<file path="config.mk">
export PLATFORM = sky130hd
export DESIGN_NAME = rom_slave
export DESIGN_NICKNAME = d
export VERILOG_FILES = /design/src/rtl/rom_slave_pkg.sv /design/src/rtl/rom_cfg_regs.sv /design/src/rtl/rom_decode.sv /design/src/rtl/rom_access_seq.sv /design/src/rtl/rom_slave.sv
export SDC_FILE = /design/constraint.sdc
export NUM_CORES = 1
export LEC_CHECK = 0
export BUFFER_PORTS_ARGS = -buffer_cell sky130_fd_sc_hd__buf_2
export CORE_ASPECT_RATIO = 0.8
export CORE_UTILIZATION = 25
export CTS_BUF_LIST = sky130_fd_sc_hd__clkbuf_16
export DETAILED_ROUTE_END_ITERATION = 16
export GPL_ROUTABILITY_DRIVEN = 0
export HOLD_SLACK_MARGIN = 0.1
export PLACE_DENSITY = 0.52
export REMOVE_ABC_BUFFERS = 1
export SETUP_SLACK_MARGIN = 0.4
export SLEW_MARGIN = 20
export SYNTH_ARGS = -nofsm -noshare
export SYNTH_HDL_FRONTEND = slang
export SYNTH_HIERARCHICAL = 1
export SYNTH_SLANG_ARGS = --single-unit
export TNS_END_PERCENT = 10
</file>
<file path="constraint.sdc">
create_clock -name clk -period 5.3 [get_ports clk]
set_input_delay 0.795 -clock clk [delete_from_list [all_inputs] [get_ports clk]]
set_output_delay 0.795 -clock clk [all_outputs]
set_load 0.01 [all_outputs]
</file>
<file path="src/rtl/rom_slave_pkg.sv">
package rom_slave_pkg;

    localparam int ADDR_W   = 24;
    localparam int BYTE_AW  = 13;
    localparam int WORD_AW  = BYTE_AW - 1;
    localparam int BASE_W   = ADDR_W - BYTE_AW;
    localparam int WAIT_W   = 3;
    localparam int PHASE_W  = WAIT_W + 1;
    localparam int ACC_W    = 40;

    typedef enum logic [1:0] {
        SZ_BYTE = 2'd0,
        SZ_WORD = 2'd1,
        SZ_LONG = 2'd2
    } xfer_size_e;

    typedef struct packed {
        logic              lock;
        logic              boot;
        logic              sup_only;
        logic              prog_only;
        logic [WAIT_W-1:0] wait_n;
    } cfg_t;

    typedef struct packed {
        logic               we;
        logic               is_reg;
        logic               reg_idx;
        xfer_size_e         size;
        logic               odd;
        logic [WORD_AW-1:0] widx;
    } req_t;

    function automatic logic [15:0] rom_word(input logic [WORD_AW-1:0] idx,
                                             input logic [15:0] seed,
                                             input logic [15:0] mult);
        logic [15:0] prod;
        prod = 16'(idx) * mult;
        return prod ^ seed;
    endfunction

    function automatic logic [1:0] beat_count(input xfer_size_e sz, input logic odd);
        case (sz)
            SZ_BYTE: return 2'd1;
            SZ_WORD: return odd ? 2'd2 : 2'd1;
            default: return odd ? 2'd3 : 2'd2;
        endcase
    endfunction

    function automatic logic [31:0] pick_bytes(input logic [ACC_W-1:0] acc,
                                               input xfer_size_e sz,
                                               input logic odd);
        logic [31:0] v;
        logic        sh;
        sh = (sz == SZ_BYTE) ? ~odd : odd;
        v  = 32'(acc >> (sh ? 8 : 0));
        case (sz)
            SZ_BYTE: return {24'd0, v[7:0]};
            SZ_WORD: return {16'd0, v[15:0]};
            default: return v;
        endcase
    endfunction

endpackage

</file>
<file path="src/rtl/rom_cfg_regs.sv">
module rom_cfg_regs
    import rom_slave_pkg::*;
#(
    parameter logic [BASE_W-1:0] BASE_RST  = 11'h001,
    parameter logic [WAIT_W-1:0] WAIT_RST  = '0,
    parameter logic [1:0]        SPACE_RST = 2'b00,
    parameter logic              BOOT_RST  = 1'b1,
    parameter logic              LOCK_RST  = 1'b0
) (
    input  logic              clk,
    input  logic              rst,
    input  logic              wr_en,
    input  logic              wr_idx,
    input  logic [15:0]       wr_data,
    input  logic              rd_idx,
    output logic [15:0]       rd_data,
    output cfg_t              cfg_o,
    output logic [BASE_W-1:0] base_o
);

    always_ff @(posedge clk) begin
        if (rst) begin
            cfg_o.lock      <= LOCK_RST;
            cfg_o.boot      <= BOOT_RST;
            cfg_o.sup_only  <= SPACE_RST[1];
            cfg_o.prog_only <= SPACE_RST[0];
            cfg_o.wait_n    <= WAIT_RST;
            base_o          <= BASE_RST;
        end else if (wr_en && !cfg_o.lock) begin
            if (!wr_idx) begin
                cfg_o.lock      <= wr_data[15];
                cfg_o.boot      <= wr_data[14];
                cfg_o.sup_only  <= wr_data[5];
                cfg_o.prog_only <= wr_data[4];
                cfg_o.wait_n    <= wr_data[WAIT_W-1:0];
            end else begin
                base_o <= wr_data[BASE_W-1:0];
            end
        end
    end

    always_comb begin
        rd_data = '0;
        if (!rd_idx) begin
            rd_data[15]         = cfg_o.lock;
            rd_data[14]         = cfg_o.boot;
            rd_data[5]          = cfg_o.sup_only;
            rd_data[4]          = cfg_o.prog_only;
            rd_data[WAIT_W-1:0] = cfg_o.wait_n;
        end else begin
            rd_data[BASE_W-1:0] = base_o;
        end
    end

    // lock, once set, holds until reset
    p_lock_sticky_r9: assert property (@(posedge clk) disable iff (rst)
        cfg_o.lock |=> cfg_o.lock);

    // a write while locked leaves every field unchanged
    p_locked_ignore_r9: assert property (@(posedge clk) disable iff (rst)
        (cfg_o.lock && wr_en) |=> ($stable(cfg_o) && $stable(base_o)));

endmodule

</file>
<file path="src/rtl/rom_decode.sv">
module rom_decode
    import rom_slave_pkg::*;
#(
    parameter logic [ADDR_W-1:0] REG_BASE = 24'hFFF000
) (
    input  logic [ADDR_W-1:0] addr,
    input  logic [1:0]        space,
    input  logic              boot_en,
    input  logic              sup_only,
    input  logic              prog_only,
    input  logic [BASE_W-1:0] base,
    output logic              hit_reg,
    output logic              hit_arr,
    output logic              hit_boot
);

    logic space_ok;

    always_comb begin
        space_ok = (!sup_only || space[1]) && (!prog_only || space[0]);
        hit_reg  = (addr[ADDR_W-1:2] == REG_BASE[ADDR_W-1:2]);
        hit_arr  = !hit_reg && space_ok && (addr[ADDR_W-1:BYTE_AW] == base);
        hit_boot = !hit_reg && boot_en && (addr[ADDR_W-1:3] == '0);
    end

endmodule

</file>
<file path="src/rtl/rom_access_seq.sv">
module rom_access_seq
    import rom_slave_pkg::*;
#(
    parameter logic [15:0] SEED = 16'hA5C3,
    parameter logic [15:0] MULT = 16'h9E37
) (
    input  logic              clk,
    input  logic              rst,
    input  logic              stb,
    input  logic              hit,
    input  req_t              req_in,
    input  logic [15:0]       wdata_in,
    input  logic [WAIT_W-1:0] wait_n,
    input  logic [15:0]       reg_rdata,
    output logic              reg_rd_idx,
    output logic              reg_wr_fire,
    output logic [15:0]       reg_wr_data,
    output logic              ack,
    output logic [31:0]       rdata
);

    req_t               r;
    logic               busy;
    logic [PHASE_W-1:0] phase;
    logic [PHASE_W-1:0] per_beat;
    logic [1:0]         beat;
    logic [1:0]         nbeats;
    logic [ACC_W-1:0]   acc;
    logic [ACC_W-1:0]   acc_next;
    logic [15:0]        word_now;
    logic               accept;
    logic               last_phase;
    logic               last_beat;

    always_comb begin
        accept     = stb && hit && !busy && !ack;
        last_phase = busy && (phase == per_beat - PHASE_W'(1));
        last_beat  = last_phase && (beat == nbeats - 2'd1);
        word_now   = rom_word(r.widx + WORD_AW'(beat), SEED, MULT);
        acc_next   = {acc[ACC_W-17:0], word_now};
    end

    assign reg_rd_idx  = r.reg_idx;
    assign reg_wr_fire = last_beat && r.is_reg && r.we;

    always_ff @(posedge clk) begin
        if (rst) begin
            r           <= '0;
            busy        <= 1'b0;
            phase       <= '0;
            per_beat    <= PHASE_W'(2);
            beat        <= '0;
            nbeats      <= 2'd1;
            acc         <= '0;
            ack         <= 1'b0;
            rdata       <= '0;
            reg_wr_data <= '0;
        end else begin
            ack <= 1'b0;
            if (accept) begin
                busy        <= 1'b1;
                r           <= req_in;
                phase       <= PHASE_W'(1);
                beat        <= '0;
                acc         <= '0;
                reg_wr_data <= wdata_in;
                nbeats      <= req_in.is_reg ? 2'd1 : beat_count(req_in.size, req_in.odd);
                per_beat    <= req_in.is_reg ? PHASE_W'(2) : PHASE_W'(2) + PHASE_W'(wait_n);
            end else if (busy) begin
                if (last_phase) begin
                    acc   <= acc_next;
                    phase <= '0;
                    beat  <= beat + 2'd1;
                    if (last_beat) begin
                        busy <= 1'b0;
                        ack  <= 1'b1;
                        if (r.is_reg)
                            rdata <= {16'd0, reg_rdata};
                        else if (r.we)
                            rdata <= '0;
                        else
                            rdata <= pick_bytes(acc_next, r.size, r.odd);
                    end
                end else begin
                    phase <= phase + PHASE_W'(1);
                end
            end
        end
    end

    // acknowledge lasts one clock
    p_ack_single_r12: assert property (@(posedge clk) disable iff (rst)
        ack |=> !ack);

    // read data moves only together with an acknowledge
    p_rdata_hold_r12: assert property (@(posedge clk) disable iff (rst)
        1'b1 |=> (ack || $stable(rdata)));

    // no acknowledge without an access in flight
    p_ack_needs_busy_r5: assert property (@(posedge clk) disable iff (rst)
        !busy |=> !ack);

    // beat index stays below the beat count of the access
    p_beat_bound_r5: assert property (@(posedge clk) disable iff (rst)
        busy |-> (beat < nbeats));

endmodule

</file>
<file path="src/rtl/rom_slave.sv">
module rom_slave
    import rom_slave_pkg::*;
#(
    parameter logic [BASE_W-1:0] BASE_RST  = 11'h001,
    parameter logic [WAIT_W-1:0] WAIT_RST  = '0,
    parameter logic [1:0]        SPACE_RST = 2'b00,
    parameter logic              BOOT_RST  = 1'b1,
    parameter logic              LOCK_RST  = 1'b0,
    parameter logic [ADDR_W-1:0] REG_BASE  = 24'hFFF000,
    parameter logic [15:0]       SEED      = 16'hA5C3,
    parameter logic [15:0]       MULT      = 16'h9E37
) (
    input  logic        clk,
    input  logic        rst,
    input  logic        bus_stb,
    input  logic        bus_we,
    input  logic [23:0] bus_addr,
    input  logic [1:0]  bus_size,
    input  logic [1:0]  bus_space,
    input  logic [15:0] bus_wdata,
    output logic [31:0] bus_rdata,
    output logic        bus_ack
);

    cfg_t              cfg;
    logic [BASE_W-1:0] base;
    logic              hit_reg, hit_arr, hit_boot;
    req_t              req_in;
    logic              reg_rd_idx, reg_wr_fire;
    logic [15:0]       reg_wr_data, reg_rdata;

    rom_decode #(.REG_BASE(REG_BASE)) decode_i (
        .addr      (bus_addr),
        .space     (bus_space),
        .boot_en   (cfg.boot),
        .sup_only  (cfg.sup_only),
        .prog_only (cfg.prog_only),
        .base      (base),
        .hit_reg   (hit_reg),
        .hit_arr   (hit_arr),
        .hit_boot  (hit_boot)
    );

    always_comb begin
        req_in.we      = bus_we;
        req_in.is_reg  = hit_reg;
        req_in.reg_idx = bus_addr[1];
        req_in.size    = xfer_size_e'(bus_size);
        req_in.odd     = bus_addr[0];
        req_in.widx    = bus_addr[BYTE_AW-1:1];
    end

    rom_cfg_regs #(
        .BASE_RST (BASE_RST),
        .WAIT_RST (WAIT_RST),
        .SPACE_RST(SPACE_RST),
        .BOOT_RST (BOOT_RST),
        .LOCK_RST (LOCK_RST)
    ) cfg_i (
        .clk     (clk),
        .rst     (rst),
        .wr_en   (reg_wr_fire),
        .wr_idx  (reg_rd_idx),
        .wr_data (reg_wr_data),
        .rd_idx  (reg_rd_idx),
        .rd_data (reg_rdata),
        .cfg_o   (cfg),
        .base_o  (base)
    );

    rom_access_seq #(.SEED(SEED), .MULT(MULT)) seq_i (
        .clk         (clk),
        .rst         (rst),
        .stb         (bus_stb),
        .hit         (hit_reg || hit_arr || hit_boot),
        .req_in      (req_in),
        .wdata_in    (bus_wdata),
        .wait_n      (cfg.wait_n),
        .reg_rdata   (reg_rdata),
        .reg_rd_idx  (reg_rd_idx),
        .reg_wr_fire (reg_wr_fire),
        .reg_wr_data (reg_wr_data),
        .ack         (bus_ack),
        .rdata       (bus_rdata)
    );

endmodule

</file>
==> flow_summary.yaml <==
run_status:
  status: "finished with violations"
  violations: "negative setup slack"
die:
  ios: 81
  die_y_um: 158.7
  rows: 56
  start_util: 0.2582
  core-area_um2: 29710
  die_x_um: 197.8
  die_area_um2: 31390
timing:
  finalHoldViolCount: 0
  worst_pin_slew_ps: 920.3
  grt_setup_unrepaired: "true"
  finalMaxSlewViolations: 0
  period_needed_ps: 5558
  hold_slack_ps: 456.4
  setup_viol: 14
  fin_crit_sh: 1.049
  fin_skew_ps: 11.20
  fin_ws_ps: -258.4
  slew_headroom: 0.3856
  max_freq_ghz: 0.1799
  fin_setup_tns_ps: -2113
clock_tree:
  cts_made_buffers: 17
  root_buffer: "clkbuf_16"
  cts-hold-fix-buffers: 0
  clkLatencyLatePin_ps: 420
  cts_buffer_depth: 2
  clock-sinks: 119
  cts_tree: "done"
  h-tree-depth: 4
  clk_pin_slew_worst_paths_ps: 60
final_layout:
  drive_gt1_frac: 0.2650
  fill_cells: 3127
  layout.nets: 1160
  layout.cells.non_filler: 1436
  diodes: 0
  syn_to_final_growth_pct: 30.33
  final_area_um2: 9996
  final_util: 0.3365
worst_setup_path:
  end_kind: "register"
  path_class: "register to register"
  cp_top_family: "adder cells"
  crit_top_cell: "fa_1"
  critical_path.max_fanout: 3
  cp-start-kind: "register"
  crit_chain: "ha_4, a21o_1, and4_1, and2_4, nand4_1, xnor2_2, fa_1, inv_2, fa_1, inv_1, fa_1, fa_1, inv_1, fa_1, inv_2, ha_4, nand2_2, o31ai_2, a31oi_1, xnor2_1, buf_4, nand3_1, a21oi_1"
  slowest_delay_ps: 540
  worst-path-buf-inv: 5
  required_ps: 5640
  critical_path_arrival_ps: 5900
  cp_slowest_cell: "fa_1"
detailed_routing:
  drcViolationCount: 0
  via_per_inst: 4.381
  drt_wl_total_mm: 21.00
  avgRoutedWirePerCell_um: 14.62
  drtIter0Drc: 266
  vias: 6291
  dr.pass1.iters: 5
  drtAntennaViolNets: 0
flow_run:
  max-cap-violations: 0
pwr:
  leakagePower_nw: 4.356
  p_clk_frac: 0.542
  seqPwrFrac: 0.431
  swShare: 0.2286
  p_int_mw: 1.600
  peakVddDrop_mv: 0.2171
  power_mw: 2.075
  p_sw_mw: 0.4742
  powerDensity_nw_per_um2: 207.5
  combPwrFrac: 0.027
global_route:
  overflow: 0
  antenna_found_initial: 0
  grt_pass1_vias: 6222
  grt_max_degree: 57
  grt_use_total: 0.1400
  grt_pass1_wl_mm: 33.98
logic_synthesis:
  synth_warnings: 6
  synth_area_per_cell_um2: 8.706
  syn_inst: 881
  synth_area_um2: 7670
placement:
  placed_cell_area_um2: 8949
  dpl.hpwl_mm: 15.86
  pre_cts_slack_ps: -745.6
  numPortBuffers: 77
  dp.cells: 1396
worst_hold_path:
  min_path_type: "register to register"
[routing by layer]
| layer | routed length, um | GRT usage | vias up |
|---|---|---|---|
| met4 | 129 | 0.02362 | 0 |
| li1 | - | - | 3199 |
| met2 | 8704 | 0.2049 | 98 |
| met1 | 11380 | 0.2127 | 2980 |
| met3 | 787 | 0.02521 | 14 |
| met5 | 0 | 0 | - |
[flip-flops by register name, indices dropped and copies added (netlist names)]
name,flops
seq_i/phase,4
cfg_i/cfg_o,7
seq_i/per_beat,4
seq_i/ack,1
seq_i/nbeats,2
seq_i/reg_wr_data,13
seq_i/busy,1
cfg_i/base_o,11
seq_i/r,17
seq_i/rdata,32
seq_i/acc,24
seq_i/beat,2
seq_i/reg_rd_idx,1
[worst paths after layout]
kind                              from                   end  slack (ps)  depth (start not counted)
hold reg to reg   seq_i/reg_wr_data[4]  seq_i/reg_wr_data[4]         460                          2
setup / recovery            seq_i/r[1]        seq_i/rdata[7]        -260                         23
setup reg to reg            seq_i/r[1]        seq_i/rdata[7]        -260                         23
hold / removal    seq_i/reg_wr_data[4]  seq_i/reg_wr_data[4]         460                          2
[power by group through the flow]
stage               clock, mW  sequential [mW]  combinational (mW)
floorplan                   0            0.914              0.0150
global placement            0            0.914              0.0551
detailed placement          0            0.914              0.0553
CTS                      1.14            0.895              0.0559
global route             1.19            0.894              0.0610
finish                   1.12            0.895              0.0561
[cells in the final DEF, fill, tap and decap left out, types with 20 or more instances in the layout]
cell	count
dfxtp_1	115
nand2_1	103
inv_1	82
buf_4	82
buf_2	77
nor2_1	65
a21oi_1	58
mux2i_1	50
fa_1	39
ha_1	38
nand2b_1	31
nor3_1	26
nand3_1	20
xnor2_1	20
xor2_1	20
[worst min-delay path: cells and delay by family (launching register included)]
family | cells | cell delay (ps)
and+or+nand+nor | 1 | 50
DFF | 1 | 310
AOI/OAI and AO/OA | 1 | 50
[final cells by class]
type / count / area (um^2) / area share
clock inverter: 15 / 138.9 / 0.01389
clock buffer: 17 / 425.4 / 0.04256
timing repair buffer: 161 / 1023 / 0.1024
inverter: 90 / 337.8 / 0.03380
multi-input combinational: 628 / 5175 / 0.5177
sequential: 119 / 2387 / 0.2388
tap: 406 / 508.0 / 0.05082
[repair_timing]
action | CTS | global route
resized for setup | 79 | 6
hold endpoints to repair | 0 | 0
gates cloned | 0 | 0
pin swaps | 51 | 11
setup endpoints to repair | 25 | 24
buffers inserted | 8 | 0
Power figures use the tool's default switching activity.
